$ cat src/rtl/nst_pkg.sv
// Package: shared field layout, state encoding and register constants for
// the NAND strobe timing generator. Field positions are fixed by software.
package nst_pkg;
    localparam int PH_W   = 4;   // width of the four strobe phase fields
    localparam int TRN_W  = 3;   // width of the turnaround field
    localparam int BSY_W  = 5;   // width of the post-busy delay field
    localparam int CEA_W  = 2;   // width of the chip-enable access field
    localparam int REG_W  = 32;  // register bus width
    localparam logic [REG_W-1:0] LOCK_KEY = 32'h0000_A25E;

    // Packed in bit order, MSB first: bits 25:24 down to bits 3:0
    typedef struct packed {
        logic [CEA_W-1:0] cea;
        logic [BSY_W-1:0] bsy;
        logic [TRN_W-1:0] trn;
        logic [PH_W-1:0]  rh;
        logic [PH_W-1:0]  rl;
        logic [PH_W-1:0]  wh;
        logic [PH_W-1:0]  wl;
    } timing_t;

    localparam int TIM_W = $bits(timing_t);

    typedef enum logic [2:0] {
        S_IDLE, S_CEA, S_TURN, S_LOW, S_HIGH, S_DONE
    } phase_e;
endpackage

$ cat src/rtl/nst_regs.sv
// Module: lock-protected timing register.
// Assumes at most one register write per cycle. The unlock flag lasts for
// exactly one register write, whatever that write targets.
module nst_regs
    import nst_pkg::*;
#(
    parameter logic [TIM_W-1:0] TIMING_RESET = '1
) (
    input  logic             clk,
    input  logic             rst_n,
    input  logic             wr_en,
    input  logic             wr_sel,
    input  logic [REG_W-1:0] wr_data,
    output timing_t          tim
);
    logic             unlocked;
    logic [TIM_W-1:0] timing_q;

    // Unlock tracking and guarded timing register update
    always_ff @(posedge clk) begin
        if (!rst_n) begin
            unlocked <= 1'b0;
            timing_q <= TIMING_RESET;
        end else if (wr_en) begin
            unlocked <= (wr_sel == 1'b0) && (wr_data == LOCK_KEY);
            if (wr_sel && unlocked)
                timing_q <= wr_data[TIM_W-1:0];
        end
    end

    assign tim = timing_t'(timing_q);

    assert_locked_discard_R7: assert property (@(posedge clk) disable iff (!rst_n)
        (wr_en && wr_sel && !unlocked) |=> $stable(timing_q));
    assert_unlock_consumed_R7: assert property (@(posedge clk) disable iff (!rst_n)
        (wr_en && wr_sel) |=> !unlocked);
endmodule

$ cat src/rtl/nst_busy_delay.sv
// Module: post-busy delay. Qualifies the flash ready line so that ready is
// reported only after the line has been high for delay+1 sampled edges.
// Assumes nand_rb is already synchronous to clk.
module nst_busy_delay
    import nst_pkg::*;
(
    input  logic             clk,
    input  logic             rst_n,
    input  logic             nand_rb,
    input  logic [BSY_W-1:0] delay,
    output logic             rb_ready
);
    logic [BSY_W-1:0] cnt;

    // Reload while busy, count down while ready before qualifying
    always_ff @(posedge clk) begin
        if (!rst_n) begin
            cnt      <= '0;
            rb_ready <= 1'b0;
        end else if (!nand_rb) begin
            cnt      <= delay;
            rb_ready <= 1'b0;
        end else if (!rb_ready) begin
            if (cnt == '0) rb_ready <= 1'b1;
            else           cnt <= cnt - 1'b1;
        end
    end

    assert_rb_drop_R6: assert property (@(posedge clk) disable iff (!rst_n)
        !nand_rb |=> !rb_ready);
    assert_rb_hold_R6: assert property (@(posedge clk) disable iff (!rst_n)
        (rb_ready && nand_rb) |=> rb_ready);
endmodule

$ cat src/rtl/nst_phase_seq.sv
// Module: transfer phase sequencer. Runs the optional access wait, the
// optional turnaround wait, the strobe low phase, the high phase and a done
// cycle. Each phase lasts its field value plus one cycle. Field values are
// sampled when a phase is entered.
module nst_phase_seq
    import nst_pkg::*;
(
    input  logic             clk,
    input  logic             rst_n,
    input  logic             req,
    input  logic             req_read,
    input  logic             ce_en,
    input  logic [PH_W-1:0]  t_wl,
    input  logic [PH_W-1:0]  t_wh,
    input  logic [PH_W-1:0]  t_rl,
    input  logic [PH_W-1:0]  t_rh,
    input  logic [TRN_W-1:0] t_trn,
    input  logic [CEA_W-1:0] t_cea,
    output logic             we_n,
    output logic             re_n,
    output logic             done,
    output logic             busy
);
    phase_e          state, succ;
    logic [PH_W-1:0] cnt, nxt_cnt;
    logic            dir_read, last_write, ce_fresh, load_dir;

    // Successor phase and the count to load on entering it
    always_comb begin
        load_dir = (state == S_IDLE) ? req_read : dir_read;
        unique case (state)
            S_IDLE:  succ = ce_fresh ? S_CEA :
                            ((req_read && last_write) ? S_TURN : S_LOW);
            S_CEA:   succ = (dir_read && last_write) ? S_TURN : S_LOW;
            S_TURN:  succ = S_LOW;
            S_LOW:   succ = S_HIGH;
            S_HIGH:  succ = S_DONE;
            default: succ = S_IDLE;
        endcase
        unique case (succ)
            S_CEA:   nxt_cnt = {{(PH_W-CEA_W){1'b0}}, t_cea};
            S_TURN:  nxt_cnt = {{(PH_W-TRN_W){1'b0}}, t_trn};
            S_LOW:   nxt_cnt = load_dir ? t_rl : t_wl;
            S_HIGH:  nxt_cnt = load_dir ? t_rh : t_wh;
            default: nxt_cnt = '0;
        endcase
    end

    // Phase state, phase counter and direction history
    always_ff @(posedge clk) begin
        if (!rst_n) begin
            state      <= S_IDLE;
            cnt        <= '0;
            dir_read   <= 1'b1;
            last_write <= 1'b0;
        end else begin
            unique case (state)
                S_IDLE: if (req) begin
                    state    <= succ;
                    cnt      <= nxt_cnt;
                    dir_read <= req_read;
                end
                S_DONE: begin
                    state      <= S_IDLE;
                    last_write <= !dir_read;
                end
                default: if (cnt == '0) begin
                    state <= succ;
                    cnt   <= nxt_cnt;
                end else begin
                    cnt <= cnt - 1'b1;
                end
            endcase
        end
    end

    // Access-wait arming: set while deselected, cleared when the wait starts
    always_ff @(posedge clk) begin
        if (!rst_n)                               ce_fresh <= 1'b1;
        else if (!ce_en)                          ce_fresh <= 1'b1;
        else if (state == S_IDLE && req && ce_fresh) ce_fresh <= 1'b0;
    end

    assign we_n = !(state == S_LOW && !dir_read);
    assign re_n = !(state == S_LOW && dir_read);
    assign done = (state == S_DONE);
    assign busy = (state != S_IDLE);

    assert_strobe_excl_R2: assert property (@(posedge clk) disable iff (!rst_n)
        we_n || re_n);
    assert_done_single_R2: assert property (@(posedge clk) disable iff (!rst_n)
        done |=> !done);
    assert_turn_read_R4: assert property (@(posedge clk) disable iff (!rst_n)
        (state == S_TURN) |-> (dir_read && last_write));
    assert_busy_hold_R8: assert property (@(posedge clk) disable iff (!rst_n)
        (busy && !done) |=> busy);
endmodule

$ cat src/rtl/nand_strobe_timer.sv
// Module: top of the NAND strobe timing generator. Joins the locked timing
// register, the transfer phase sequencer and the post-busy delay counter.
// Assumes all inputs are synchronous to clk.
module nand_strobe_timer
    import nst_pkg::*;
#(
    parameter logic [TIM_W-1:0] TIMING_RESET = '1
) (
    input  logic             clk,
    input  logic             rst_n,
    input  logic             reg_wr,
    input  logic             reg_sel,
    input  logic [REG_W-1:0] reg_wdata,
    input  logic             ce_en,
    input  logic             xfer_req,
    input  logic             xfer_read,
    input  logic             nand_rb,
    output logic             we_n,
    output logic             re_n,
    output logic             xfer_done,
    output logic             xfer_busy,
    output logic             rb_ready
);
    timing_t tim;

    nst_regs #(.TIMING_RESET(TIMING_RESET)) u_regs (
        .clk(clk), .rst_n(rst_n), .wr_en(reg_wr), .wr_sel(reg_sel),
        .wr_data(reg_wdata), .tim(tim)
    );

    nst_phase_seq u_seq (
        .clk(clk), .rst_n(rst_n), .req(xfer_req), .req_read(xfer_read),
        .ce_en(ce_en), .t_wl(tim.wl), .t_wh(tim.wh), .t_rl(tim.rl),
        .t_rh(tim.rh), .t_trn(tim.trn), .t_cea(tim.cea),
        .we_n(we_n), .re_n(re_n), .done(xfer_done), .busy(xfer_busy)
    );

    nst_busy_delay u_bsy (
        .clk(clk), .rst_n(rst_n), .nand_rb(nand_rb), .delay(tim.bsy),
        .rb_ready(rb_ready)
    );
endmodule

$ cat config.mk
export PLATFORM = sky130hd
export DESIGN_NAME = nand_strobe_timer
export DESIGN_NICKNAME = d
export VERILOG_FILES = /design/src/rtl/nst_pkg.sv /design/src/rtl/nst_regs.sv /design/src/rtl/nst_busy_delay.sv /design/src/rtl/nst_phase_seq.sv /design/src/rtl/nand_strobe_timer.sv
export SDC_FILE = /design/constraint.sdc
export NUM_CORES = 1
export LEC_CHECK = 0
export ABC_AREA = 1
export BUFFER_PORTS_ARGS = -buffer_cell sky130_fd_sc_hd__buf_2
export CAP_MARGIN = 20
export CORE_MARGIN = 5
export CORE_UTILIZATION = 30
export CTS_CLUSTER_SIZE = 40
export DETAILED_ROUTE_END_ITERATION = 12
export HOLD_SLACK_MARGIN = 0.1
export PLACE_DENSITY = 0.59
export SLEW_MARGIN = 40
export SYNTH_ARGS = -nofsm -noshare
export SYNTH_HDL_FRONTEND = slang
export SYNTH_SLANG_ARGS = --single-unit
$ cat constraint.sdc
create_clock -name clk -period 3.8 [get_ports clk]
set_input_delay 0.19 -clock clk [delete_from_list [all_inputs] [get_ports clk]]
set_output_delay 0.19 -clock clk [all_outputs]
set_load 0.05 [all_outputs]
==> flow_metrics.py <==
metrics = {
    "outcome": {
        "status": "complete, no violations",
    },
    "global_route": {
        "grt_pass1_vias": 2065,
        "grt_util_all_layers_pct": 12.59,
        "grt_antenna_before_repair": 0,
        "grt_pass1_wl_um": 9018,
        "grt_max_degree": 33,
        "grt-ovfl-total": 0,
    },
    "power_and_ir_drop": {
        "vdd_drop_max_uv": 253.7,
        "p_leak_nw": 1.326,
        "power_mw": 1.495,
        "p_per_area_nw_per_um2": 585.2,
    },
    "timing": {
        "drv_slew": 0,
        "tightest_slew_ps": 750.2,
        "report.final.hold_viol_count": 0,
        "maxSlewHeadroom_pct": 49.85,
        "fin_setup_tns_ps": 0,
        "fin_skew_ps": 6.594,
        "fmax_mhz": 559.7,
        "setup-violations-final": 0,
        "rsz0062_at_grt": "no",
        "period_share_pct": 47.02,
        "min_period_ps": 1787,
    },
    "cts": {
        "cts_root_buffer": "clkbuf_8",
        "h-tree-depth": 2,
        "cts_tree": "done",
        "clk_latency_ps": 290,
        "clk_pin_slew_worst_paths_ps": 80,
        "cts_buffers": 5,
        "postCtsSetupBuffers": 0,
        "cts.sinks": 43,
        "clockBufferDepth": 2,
    },
    "worst_hold_path": {
        "worstHoldPathType": "in -> reg",
        "worstHoldStart": "reg_wdata[2]",
        "min_to": "u_regs.tim[2]$_SDFFE_PN1P_",
        "min_path_cells": 3,
    },
    "routing": {
        "drtAntennaViolNets": 0,
        "first_pass_iters": 4,
        "drc_errors": 0,
        "vias": 2087,
        "vias_per_cell": 4.587,
        "post_drt_wl_per_cell_um": 11.55,
        "routed_wl_um": 5255,
        "drt_iter0_markers": 106,
    },
    "die": {
        "die_w_um": 94.48,
        "initial_core_util_pct": 31.17,
        "fp.dieH_um": 94.48,
        "die-area_um2": 8926,
        "io_pins": 45,
        "core_area_um2": 6869,
        "rows": 30,
    },
    "worst_setup_path": {
        "r2r_cells": 4,
        "critical_path.top_delay_family": "buffers and inverters",
        "cp_cell_sequence": "nand3_1, inv_2, a21oi_1, o21ai_0",
        "crit_slowest_cell": "inv_2",
        "worstPathArrival_ps": 2000,
        "startpoint_type": "register",
        "r2r_slack_ps": 2010,
        "crit_required_ps": 4010,
        "end_kind": "register",
        "path_buf_inv": 1,
        "r2r-end": "u_regs.tim[13]$_SDFFE_PN1P_",
        "cp_num_cells": 4,
        "critPathMaxStageDelay_ps": 620,
        "cp_max_fo": 32,
        "rr_startpoint": "u_regs.unlocked$_SDFFE_PN0P_",
        "critical_path_class": "reg -> reg",
    },
    "logic_synthesis": {
        "synthArstFlopShare_pct": 0,
        "ys_warn_count": 0,
        "post_synth_num_cell_types": 27,
        "synth_nets": 360,
        "yosys_register_bits": 43,
        "synth_ff_type": "dfxtp_1",
        "synth-edff-count": 0,
        "ys_seq_area_share_pct": 40.21,
        "synth.cell_area_um2": 2141,
        "avgSynthCellArea_um2": 6.753,
        "synth_cells": 317,
    },
    "layout": {
        "drive_above_1_share_pct": 16.71,
        "syn2layout_area_growth_pct": 19.35,
        "diodes": 0,
        "nets": 401,
    },
    "placed_design": {
        "routabilityCongestion": 0.8206,
        "io_buffers": 44,
        "hpwl_um": 4034,
    },
    "run": {
        "max_cap_viol_count": 0,
    },
}
[worst max-delay path by stage]
stage	start	slack [ps]	endpoint
6_report	u_regs.unlocked$_SDFFE_PN0P_	2010	u_regs.tim[13]$_SDFFE_PN1P_
5_1_grt	u_regs.unlocked$_SDFFE_PN0P_	1770	u_regs.tim[13]$_SDFFE_PN1P_
4_1_cts	u_regs.unlocked$_SDFFE_PN0P_	1730	u_regs.tim[13]$_SDFFE_PN1P_
3_5_place_dp	u_regs.unlocked$_SDFFE_PN0P_	1750	u_regs.tim[13]$_SDFFE_PN1P_
3_3_place_gp	u_regs.unlocked$_SDFFE_PN0P_	1800	u_regs.tim[15]$_SDFFE_PN1P_
2_1_floorplan	u_seq.state[0]$_SDFFE_PN0P_	1900	u_seq.state[0]$_SDFFE_PN0P_
[metal layers]
metal | GRT usage [%] | wire length, µm | vias to the layer above
met4 | 3.606 | 65 | 0
li1 | - | - | 1122
met2 | 22.40 | 2596 | 31
met1 | 15.30 | 2454 | 928
met5 | 0 | 0 | -
met3 | 2.550 | 139 | 6
[cell usage after synthesis, types with 2 or more instances]
| library cell | n | area, µm² |
|---|---|---|
| a21oi_1 | 22 | 110.1 |
| nand4_1 | 4 | 25.02 |
| clkbuf_1 | 10 | 37.54 |
| nand3_1 | 33 | 165.2 |
| a31oi_1 | 3 | 18.77 |
| nor2_1 | 20 | 75.07 |
| nand2_2 | 2 | 12.51 |
| o221ai_1 | 3 | 26.28 |
| dfxtp_1 | 43 | 860.8 |
| nor3_1 | 2 | 10.01 |
| o211ai_1 | 5 | 37.54 |
| inv_1 | 39 | 146.4 |
| nor4_1 | 4 | 25.02 |
| ha_1 | 3 | 37.54 |
| o21ai_0 | 16 | 80.08 |
| nand2_1 | 94 | 352.8 |
| xor2_1 | 4 | 35.03 |
[final cells by class]
cell class | instances | area [µm²]
timing repair buffer | 45 | 230.2
clock inverter | 3 | 43.79
multi-input combinational | 223 | 1081
fill | 755 | 4314
sequential | 43 | 860.8
clock buffer | 5 | 68.82
tap | 96 | 120.1
inverter | 40 | 150.1
[power breakdown]
group	switching [mW]	total (mW)	internal, mW
Combinational	0.409	0.611	0.202
Clock	0.159	0.355	0.196
Sequential	0.0375	0.529	0.492
Total	0.605	1.50	0.890
[cells by family (layout without fill, tap and decap cells)]
group	Yosys count	count (layout)	share of synthesized area, %
AND/OR/NAND/NOR	163	163	32.90
AO/OA/AOI/OAI	53	53	14.20
buffers and inverters	51	93	9.293
flip-flops	43	43	40.21
XOR/XNOR	4	4	1.636
adder cells (fa/ha/maj)	3	3	1.754
[through the flow]
stage / area (µm²) / hold WS [ps] / utilization (%) / cells / setup WS (ps)
finish: 2555 / 108.3 / 37.19 / 455 / 2013
global placement: 2432 / 382.1 / 35.41 / 446 / 1803
CTS: 2555 / 102.8 / 37.19 / 455 / 1726
floorplan: 2141 / 274.1 / - / 317 / 1898
detailed placement: 2432 / 392.2 / 35.41 / 446 / 1748
global route: 2555 / 114.9 / 37.19 / 455 / 1769
[sequential cells by signal, summed over array words and instances (netlist names), 3 cells and up]
name and cells:
u_regs.tim 26, u_bsy.cnt 5, u_seq.cnt 4, u_seq.state 3
[worst min-delay path, stage by stage]
cell and delay (ps):
buf_2 90, nand2_1 50, nand3_1 50
[what timing repair did]
item                                   CTS  global route
endpoints found under the hold margin    1             0
gates resized for setup                  0             0
hold buffers                             1             0
[cells in the final DEF, fill, tap and decap left out, types with 5 or more instances in the layout]
master    instances
nand3_1          33
dfxtp_1          43
inv_1            38
o21ai_0          16
a21oi_1          22
buf_2            44
nand2_1          94
nor2_1           20
o211ai_1          5
clkbuf_8          5
(Power assumes the default switching activity.)
